==> config.mk <==
export PLATFORM = sky130hd
export DESIGN_NAME = rombus_adapter
export DESIGN_NICKNAME = d
export VERILOG_FILES = /design/src/rtl/rba_pkg.sv /design/src/rtl/rba_wr_check.sv /design/src/rtl/rba_pack.sv /design/src/rtl/rba_errlog.sv /design/src/rtl/rba_seq.sv /design/src/rtl/rombus_adapter.sv
export SDC_FILE = /design/constraint.sdc
export NUM_CORES = 1
export LEC_CHECK = 0
export CAP_MARGIN = 5
export CELL_PAD_IN_SITES_DETAIL_PLACEMENT = 0
export CELL_PAD_IN_SITES_GLOBAL_PLACEMENT = 1
export CORE_UTILIZATION = 38
export CTS_CLUSTER_DIAMETER = 200
export DETAILED_ROUTE_END_ITERATION = 8
export GPL_ROUTABILITY_DRIVEN = 0
export PLACE_DENSITY = 0.78
export SLEW_MARGIN = 30
export SYNTH_ARGS = -nofsm -noshare
export SYNTH_HDL_FRONTEND = slang
export SYNTH_SLANG_ARGS = --single-unit
export TNS_END_PERCENT = 50
==> constraint.sdc <==
create_clock -name clk -period 3.6 [get_ports clk]
set_input_delay 0.72 -clock clk [delete_from_list [all_inputs] [get_ports clk]]
set_output_delay 0.72 -clock clk [all_outputs]
set_load 0.005 [all_outputs]
==> src/rtl/rba_pkg.sv <==
package rba_pkg;

  typedef enum logic { ST_IDLE = 1'b0, ST_ACT = 1'b1 } seq_state_e;

  // bytes moved per device cycle for a width code
  function automatic logic [3:0] width_bytes(input logic [1:0] w);
    return 4'd1 << w;
  endfunction

  // byte lanes touched by one device cycle at a given offset
  function automatic logic [7:0] lane_mask(input logic [1:0] w, input logic [2:0] off);
    logic [7:0] base;
    case (w)
      2'd0:    base = 8'h01;
      2'd1:    base = 8'h03;
      2'd2:    base = 8'h0F;
      default: base = 8'hFF;
    endcase
    return base << off;
  endfunction

  // offset is a multiple of the device width
  function automatic logic width_aligned(input logic [1:0] w, input logic [2:0] off);
    case (w)
      2'd0:    return 1'b1;
      2'd1:    return off[0] == 1'b0;
      2'd2:    return off[1:0] == 2'b00;
      default: return off == 3'b000;
    endcase
  endfunction

  // doubleword index bits that wrap inside the burst window; also beats-1
  function automatic logic [1:0] burst_wrap(input logic [1:0] b);
    case (b)
      2'b00:   return 2'b00;
      2'b01:   return 2'b01;
      default: return 2'b11;
    endcase
  endfunction

endpackage

==> src/rtl/rba_wr_check.sv <==
module rba_wr_check
  import rba_pkg::*;
(
  input  logic [1:0] width,
  input  logic [2:0] addr_lo,
  input  logic [1:0] burst,
  input  logic [7:0] be,
  output logic       legal
);

  logic single_beat;
  logic aligned_ok;
  logic size_ok;

  always_comb begin
    single_beat = (burst == 2'b00);
    aligned_ok  = width_aligned(width, addr_lo);
    size_ok     = (be == lane_mask(width, addr_lo));
    legal       = single_beat && aligned_ok && size_ok;
  end

endmodule

==> src/rtl/rba_pack.sv <==
module rba_pack
  import rba_pkg::*;
(
  input  logic        clk,
  input  logic        rst_n,
  input  logic        cap,
  input  logic [1:0]  width,
  input  logic [2:0]  off,
  input  logic [63:0] dev_rdata,
  output logic [63:0] asm_next
);

  logic [63:0] asm_q;
  logic [7:0]  lmask;
  logic [63:0] m64;
  logic [63:0] shifted;

  assign lmask = lane_mask(width, off);

  for (genvar g = 0; g < 8; g++) begin : g_lane
    assign m64[g*8 +: 8] = {8{lmask[g]}};
  end

  always_comb begin
    shifted  = dev_rdata << {off, 3'b000};
    asm_next = (asm_q & ~m64) | (shifted & m64);
  end

  always_ff @(posedge clk or negedge rst_n) begin
    if (!rst_n) begin
      asm_q <= '0;
    end else if (cap) begin
      asm_q <= asm_next;
    end
  end

endmodule

==> src/rtl/rba_errlog.sv <==
module rba_errlog #(
  parameter int ADDR_W = 24
) (
  input  logic              clk,
  input  logic              rst_n,
  input  logic              log_en,
  input  logic              clr,
  input  logic              hit,
  input  logic [ADDR_W-1:0] hit_addr,
  output logic              log_valid,
  output logic [ADDR_W-1:0] log_addr
);

  logic              valid_q, valid_d;
  logic [ADDR_W-1:0] addr_q, addr_d;
  logic              upd;

  always_comb begin
    valid_d = valid_q;
    addr_d  = addr_q;
    if (clr) begin
      valid_d = 1'b0;
    end else if (hit && log_en && !valid_q) begin
      valid_d = 1'b1;
      addr_d  = hit_addr;
    end
    upd = clr || hit;
  end

  always_ff @(posedge clk or negedge rst_n) begin
    if (!rst_n) begin
      valid_q <= 1'b0;
      addr_q  <= '0;
    end else if (upd) begin
      valid_q <= valid_d;
      addr_q  <= addr_d;
    end
  end

  assign log_valid = valid_q;
  assign log_addr  = addr_q;

  AST_LOG_HOLD: assert property (@(posedge clk) disable iff (!rst_n)
    (valid_q && !clr) |=> (valid_q && $stable(addr_q)));

endmodule

==> src/rtl/rba_seq.sv <==
module rba_seq
  import rba_pkg::*;
#(
  parameter int ADDR_W = 24,
  parameter int WAIT_W = 4
) (
  input  logic              clk,
  input  logic              rst_n,
  input  logic              req_valid,
  input  logic              req_write,
  input  logic [ADDR_W-1:0] req_addr,
  input  logic [1:0]        req_burst,
  input  logic [63:0]       req_wdata,
  input  logic              wr_legal,
  input  logic [1:0]        cfg_width,
  input  logic [WAIT_W-1:0] cfg_wait,
  output logic              req_ready,
  output logic [ADDR_W-1:0] dev_addr,
  output logic              dev_cs_n,
  output logic              dev_oe_n,
  output logic              dev_we_n,
  output logic [63:0]       dev_wdata,
  output logic [1:0]        width_o,
  output logic [2:0]        off_o,
  output logic              cap_o,
  output logic              dw_done_o,
  output logic              txn_last_o,
  output logic              wr_done_o,
  output logic              err_acc_o
);

  localparam int DWA = ADDR_W - 3;

  seq_state_e        state_q, state_d;
  logic [DWA-1:0]    addr_dw_q, addr_dw_d;
  logic [2:0]        off_q, off_d;
  logic [1:0]        width_q, width_d;
  logic [WAIT_W-1:0] wait_q, wait_d;
  logic [WAIT_W-1:0] wcnt_q, wcnt_d;
  logic [1:0]        beats_q, beats_d;
  logic [1:0]        wrap_q, wrap_d;
  logic              is_wr_q, is_wr_d;
  logic [63:0]       wdata_q, wdata_d;

  logic [3:0] bytes;
  logic       step_end;
  logic       slot_last;
  logic       accept;
  logic       err_acc;
  logic       go;
  logic       active;
  logic       en;
  logic [1:0] dw_lo_next;

  always_comb begin
    bytes      = width_bytes(width_q);
    active     = (state_q == ST_ACT);
    step_end   = (wcnt_q == wait_q);
    slot_last  = (({1'b0, off_q} + bytes) == 4'd8);
    accept     = req_valid && (state_q == ST_IDLE);
    err_acc    = accept && req_write && !wr_legal;
    go         = accept && !err_acc;
    en         = go || active;
    dw_lo_next = (addr_dw_q[1:0] & ~wrap_q) | ((addr_dw_q[1:0] + 2'd1) & wrap_q);
  end

  // next state
  always_comb begin
    state_d   = state_q;
    addr_dw_d = addr_dw_q;
    off_d     = off_q;
    width_d   = width_q;
    wait_d    = wait_q;
    wcnt_d    = wcnt_q;
    beats_d   = beats_q;
    wrap_d    = wrap_q;
    is_wr_d   = is_wr_q;
    wdata_d   = wdata_q;
    case (state_q)
      ST_IDLE: begin
        if (go) begin
          state_d   = ST_ACT;
          is_wr_d   = req_write;
          width_d   = cfg_width;
          wait_d    = cfg_wait;
          wcnt_d    = '0;
          addr_dw_d = req_addr[ADDR_W-1:3];
          beats_d   = burst_wrap(req_burst);
          wrap_d    = burst_wrap(req_burst);
          if (req_write) begin
            off_d   = req_addr[2:0];
            wdata_d = req_wdata >> {req_addr[2:0], 3'b000};
          end else begin
            off_d   = 3'd0;
          end
        end
      end
      default: begin
        if (!step_end) begin
          wcnt_d = wcnt_q + 1'b1;
        end else begin
          wcnt_d = '0;
          if (is_wr_q) begin
            state_d = ST_IDLE;
          end else if (slot_last) begin
            off_d = 3'd0;
            if (beats_q == 2'd0) begin
              state_d = ST_IDLE;
            end else begin
              beats_d   = beats_q - 2'd1;
              addr_dw_d = {addr_dw_q[DWA-1:2], dw_lo_next};
            end
          end else begin
            off_d = off_q + bytes[2:0];
          end
        end
      end
    endcase
  end

  // registers
  always_ff @(posedge clk or negedge rst_n) begin
    if (!rst_n) begin
      state_q   <= ST_IDLE;
      addr_dw_q <= '0;
      off_q     <= '0;
      width_q   <= '0;
      wait_q    <= '0;
      wcnt_q    <= '0;
      beats_q   <= '0;
      wrap_q    <= '0;
      is_wr_q   <= 1'b0;
      wdata_q   <= '0;
    end else if (en) begin
      state_q   <= state_d;
      addr_dw_q <= addr_dw_d;
      off_q     <= off_d;
      width_q   <= width_d;
      wait_q    <= wait_d;
      wcnt_q    <= wcnt_d;
      beats_q   <= beats_d;
      wrap_q    <= wrap_d;
      is_wr_q   <= is_wr_d;
      wdata_q   <= wdata_d;
    end
  end

  assign req_ready  = (state_q == ST_IDLE);
  assign dev_addr   = {addr_dw_q, off_q};
  assign dev_cs_n   = !active;
  assign dev_oe_n   = !(active && !is_wr_q);
  assign dev_we_n   = !(active && is_wr_q);
  assign dev_wdata  = wdata_q;
  assign width_o    = width_q;
  assign off_o      = off_q;
  assign cap_o      = active && !is_wr_q && step_end;
  assign dw_done_o  = cap_o && slot_last;
  assign txn_last_o = dw_done_o && (beats_q == 2'd0);
  assign wr_done_o  = active && is_wr_q && step_end;
  assign err_acc_o  = err_acc;

  AST_ADDR_HOLD: assert property (@(posedge clk) disable iff (!rst_n)
    (active && !step_end) |=> (state_q == ST_ACT && $stable(dev_addr)));

  AST_ADDR_ALIGNED: assert property (@(posedge clk) disable iff (!rst_n)
    active |-> width_aligned(width_q, off_q));

  AST_ERR_NO_CYCLE: assert property (@(posedge clk) disable iff (!rst_n)
    err_acc |=> (state_q == ST_IDLE));

endmodule

==> src/rtl/rombus_adapter.sv <==
module rombus_adapter
  import rba_pkg::*;
#(
  parameter int ADDR_W = 24,
  parameter int WAIT_W = 4
) (
  input  logic              clk,
  input  logic              rst_n,
  input  logic [1:0]        cfg_width,
  input  logic [WAIT_W-1:0] cfg_wait,
  input  logic              cfg_log_en,
  input  logic              req_valid,
  output logic              req_ready,
  input  logic              req_write,
  input  logic [ADDR_W-1:0] req_addr,
  input  logic [1:0]        req_burst,
  input  logic [7:0]        req_be,
  input  logic [63:0]       req_wdata,
  output logic              rsp_valid,
  output logic [63:0]       rsp_data,
  output logic              rsp_last,
  output logic              rsp_sel_err,
  output logic              rsp_wr_err,
  output logic [ADDR_W-1:0] dev_addr,
  output logic              dev_cs_n,
  output logic              dev_oe_n,
  output logic              dev_we_n,
  output logic [63:0]       dev_wdata,
  input  logic [63:0]       dev_rdata,
  input  logic              log_clr,
  output logic              log_valid,
  output logic [ADDR_W-1:0] log_addr
);

  logic        wr_legal;
  logic [1:0]  cur_width;
  logic [2:0]  cur_off;
  logic        cap;
  logic        dw_done;
  logic        txn_last;
  logic        wr_done;
  logic        err_acc;
  logic [63:0] asm_next;

  logic        rsp_valid_q, rsp_valid_d;
  logic        rsp_last_q, rsp_last_d;
  logic        rsp_err_q, rsp_err_d;
  logic [63:0] rsp_data_q;

  rba_wr_check u_wr_check (
    .width   (cfg_width),
    .addr_lo (req_addr[2:0]),
    .burst   (req_burst),
    .be      (req_be),
    .legal   (wr_legal)
  );

  rba_seq #(
    .ADDR_W (ADDR_W),
    .WAIT_W (WAIT_W)
  ) u_seq (
    .clk        (clk),
    .rst_n      (rst_n),
    .req_valid  (req_valid),
    .req_write  (req_write),
    .req_addr   (req_addr),
    .req_burst  (req_burst),
    .req_wdata  (req_wdata),
    .wr_legal   (wr_legal),
    .cfg_width  (cfg_width),
    .cfg_wait   (cfg_wait),
    .req_ready  (req_ready),
    .dev_addr   (dev_addr),
    .dev_cs_n   (dev_cs_n),
    .dev_oe_n   (dev_oe_n),
    .dev_we_n   (dev_we_n),
    .dev_wdata  (dev_wdata),
    .width_o    (cur_width),
    .off_o      (cur_off),
    .cap_o      (cap),
    .dw_done_o  (dw_done),
    .txn_last_o (txn_last),
    .wr_done_o  (wr_done),
    .err_acc_o  (err_acc)
  );

  rba_pack u_pack (
    .clk       (clk),
    .rst_n     (rst_n),
    .cap       (cap),
    .width     (cur_width),
    .off       (cur_off),
    .dev_rdata (dev_rdata),
    .asm_next  (asm_next)
  );

  rba_errlog #(
    .ADDR_W (ADDR_W)
  ) u_errlog (
    .clk       (clk),
    .rst_n     (rst_n),
    .log_en    (cfg_log_en),
    .clr       (log_clr),
    .hit       (err_acc),
    .hit_addr  (req_addr),
    .log_valid (log_valid),
    .log_addr  (log_addr)
  );

  always_comb begin
    rsp_valid_d = dw_done || wr_done || err_acc;
    rsp_last_d  = txn_last || wr_done || err_acc;
    rsp_err_d   = err_acc;
  end

  always_ff @(posedge clk or negedge rst_n) begin
    if (!rst_n) begin
      rsp_valid_q <= 1'b0;
      rsp_last_q  <= 1'b0;
      rsp_err_q   <= 1'b0;
    end else begin
      rsp_valid_q <= rsp_valid_d;
      rsp_last_q  <= rsp_last_d;
      rsp_err_q   <= rsp_err_d;
    end
  end

  always_ff @(posedge clk or negedge rst_n) begin
    if (!rst_n) begin
      rsp_data_q <= '0;
    end else if (dw_done) begin
      rsp_data_q <= asm_next;
    end
  end

  assign rsp_valid   = rsp_valid_q;
  assign rsp_last    = rsp_last_q;
  assign rsp_sel_err = rsp_err_q;
  assign rsp_wr_err  = rsp_err_q;
  assign rsp_data    = rsp_data_q;

  AST_STROBE_EXCL: assert property (@(posedge clk) disable iff (!rst_n)
    !dev_cs_n |-> (dev_oe_n != dev_we_n));

  AST_IDLE_QUIET: assert property (@(posedge clk) disable iff (!rst_n)
    dev_cs_n |-> (dev_oe_n && dev_we_n));

  AST_ERR_QUIET: assert property (@(posedge clk) disable iff (!rst_n)
    rsp_sel_err |-> (rsp_valid && rsp_last && dev_cs_n && $past(req_ready)));

  AST_READY_IDLE: assert property (@(posedge clk) disable iff (!rst_n)
    !dev_cs_n |-> !req_ready);

endmodule

==> flow_summary.json <==
{
  "ys_ff_latch": 260,
  "wirelength_mm": 44.5,
  "fin_nets": 1869,
  "synth_edf_count": 0,
  "cts_setup_buffers": 0,
  "port_buffers": 358,
  "dpl.hpwl_mm": 32.0,
  "clock-sinks": 260,
  "max_slew_margin": 0.384,
  "slew_viol_final": 0,
  "multi_input_area_sq_um": 7130,
  "area_growth_pct": 38.1,
  "final_antenna_net_count": 0,
  "synth_top_cell_area_share": 0.460,
  "grt_antenna_before_repair": 2,
  "worstPathMaxFanout": 20,
  "netlist_area_sq_um": 14100,
  "dr.first_iter.drc_count": 655,
  "drive_gt1_frac": 0.192,
  "regArea_sq_um": 6510,
  "p_sw_w": 0.00434,
  "timing.final.crit_share": 0.888,
  "grt_pass1_vias": 11800,
  "num_rows": 70,
  "grt_max_degree": 117,
  "drc": 0,
  "syn-num-nets": 1537,
  "cts_buffers": 34,
  "setup_viol": 0,
  "max_freq_mhz": 313,
  "critPathKind": "primary input to flip-flop",
  "fillers": 3278,
  "cts_resized": 0,
  "clk_latency_ns": 0.51,
  "start_kind": "primary input",
  "endpoint_kind": "flip-flop",
  "drv_cap": 0,
  "cts_hold_buffers": 0,
  "powerDensity_nw_per_um2": 657,
  "synth_most_common_cell": "dfrtp_1",
  "synth_largest_area_cell": "dfrtp_1",
  "fin_skew_ns": 0.0141,
  "status": "completed",
  "worst_slew_pin_slew_ns": 0.924,
  "switching_share": 0.339,
  "combPwrFrac": 0.396,
  "viasPerCell": 5.40,
  "path_clk_slew_ns": 0.06,
  "gr-total-overflow": 0,
  "grt_pass1_wl_mm": 68.5,
  "pwr-share-clk": 0.279,
  "die-area_sq_um": 38000,
  "place_ws_ns": -0.105,
  "async_flop_share": 1.00,
  "internal_power_w": 0.00849,
  "synth_cells": 1357,
  "rrSetupSlack_ns": 0.60,
  "synthTopCellsByArea": "dfrtp_1, mux2_2, mux2i_1",
  "place_area_sq_um": 18300,
  "core_area_sq_um": 36600,
  "crit_arrival_ns": 3.59,
  "rsz0062_at_grt": "false",
  "critPathRequiredTime_ns": 3.99,
  "synth.top_cells.by_count": "dfrtp_1, mux2_2, o21ai_0, nand2_1, nor2_1",
  "die_w_microns": 195,
  "h-tree-depth": 2,
  "yosysWarnings": 0,
  "grtUsageTotal": 0.231,
  "synth_top_flop_cell": "dfrtp_1",
  "fin_ws_ns": 0.403,
  "hold_viol": 0,
  "postLayoutCellArea_sq_um": 19500,
  "synthDistinctLibCells": 68,
  "p_leak_nw": 8.48,
  "layout.cells.non_filler": 2183,
  "avgSynthCellArea_sq_um": 10.4,
  "vias": 11800,
  "cts.path.max_buffers": 3,
  "wl_per_cell_microns": 20.4,
  "timing.final.crit_period_ns": 3.20,
  "total_power_w": 0.0128,
  "initial_core_util": 0.386,
  "cts_root_buffer": "clkbuf_16",
  "cts_tree": "yes",
  "drt_pass1_iterations": 5,
  "n_antenna_cell": 0,
  "dpl.cell_count": 2120,
  "yosysSeqAreaShare": 0.460,
  "fin_util": 0.533,
  "hold_path.class": "primary input to async pin",
  "ioPinCount": 359,
  "dieHeight_microns": 195,
  "ir_drop_mv": 0.353,
  "p_seq_frac": 0.325
}
-- final cells by class --
| cell class | instances | area share |
|---|---|---|
| Clock inverter | 10 | 0.00654 |
| Tap cell | 468 | 0.0300 |
| Multi-Input combinational cell | 973 | 0.365 |
| Timing Repair Buffer | 402 | 0.206 |
| Clock buffer | 52 | 0.0549 |
| Inverter | 18 | 0.00346 |
| Sequential cell | 260 | 0.334 |
-- power by group through the flow --
stage | sequential, W | combinational [W] | clock (W)
finish | 0.00417 | 0.00508 | 0.00357
global route | 0.00428 | 0.00559 | 0.00378
CTS | 0.00418 | 0.00513 | 0.00368
detailed placement | 0.00422 | 0.00511 | 0
global placement | 0.00420 | 0.00501 | 0
floorplan | 0.00409 | 0.00306 | 0
-- critical path: stages --
cell and delay (ns):
clkdlybuf4s50_1 0.51, or4_1 0.54, o311a_1 0.13, a2111oi_2 0.38
o211ai_2 0.26, buf_4 0.22, o21ai_4 0.21, buf_12 0.20
nor2_1 0.09, a221o_1 0.31
-- cells by family (layout without fill, tap and decap cells) --
| group | after synthesis | count (layout) | share of synthesized area |
|---|---|---|---|
| simple gates | 328 | 328 | 0.102 |
| compound gates | 317 | 317 | 0.129 |
| mux | 314 | 314 | 0.260 |
| flops | 260 | 260 | 0.460 |
| buf+inv | 124 | 482 | 0.0375 |
| xor+xnor | 8 | 8 | 0.00496 |
| fa+ha+maj | 6 | 6 | 0.00584 |
-- cells in the final DEF (no fill, tap or decap), types with 15 or more instances in the layout --
master	instances
nor2_1	114
o21ai_0	144
a21oi_1	98
buf_4	37
mux2i_1	106
mux4_2	24
o221ai_1	15
mux2_2	182
clkdlybuf4s50_1	354
dfrtp_1	257
inv_1	18
clkbuf_16	37
nand2_1	138
-- worst paths after layout --
kind	endpoint	cells past startpoint	from
max in group asynchronous	u_seq.off_o[0]	2	rst_n
hold / removal	rsp_data[56]	1	rst_n
setup / recovery	u_seq.addr_dw_q[0]	10	cfg_width[1]
min in group clk	u_pack.asm_q[47]	2	u_pack.asm_q[47]
hold reg to reg	u_pack.asm_q[47]	2	u_pack.asm_q[47]
setup reg to reg	u_seq.addr_dw_q[0]	10	u_seq.width_o[1]
-- metal layers --
layer	vias to the layer above	share of wire	track usage
met5	-	0.00040	0
met4	4	0.022	0.0604
met3	62	0.085	0.0724
li1	5540	-	-
met1	5838	0.42	0.300
met2	347	0.47	0.372
-- flip-flops by register name, indices dropped and copies added (netlist names), named ones only --
signal / count
u_seq.wcnt_q: 4
u_seq.width_o: 2
u_seq.active: 1
u_errlog.log_addr: 24
rsp_sel_err: 1
u_pack.asm_q: 64
rsp_last: 1
u_errlog.log_valid: 1
u_seq.dev_wdata: 64
rsp_data: 64
u_seq.beats_q: 2
u_seq.addr_dw_q: 20
u_seq.off_o: 3
u_seq.wrap_q: 2
u_seq.is_wr_q: 1
rsp_valid: 1
u_seq.wait_q: 4
-- metrics by stage --
| step | TNS [ns] | hold WS, ns |
|---|---|---|
| 6_report | 0 | 0.0456 |
| 5_1_grt | 0 | 0.0436 |
| 4_1_cts | 0 | 0.0294 |
| 3_5_place_dp | -2.58 | 0.465 |
| 3_3_place_gp | -0.00155 | 0.458 |
| 2_1_floorplan | 0 | 0.424 |
No activity file was read; power rests on OpenSTA's default activity.
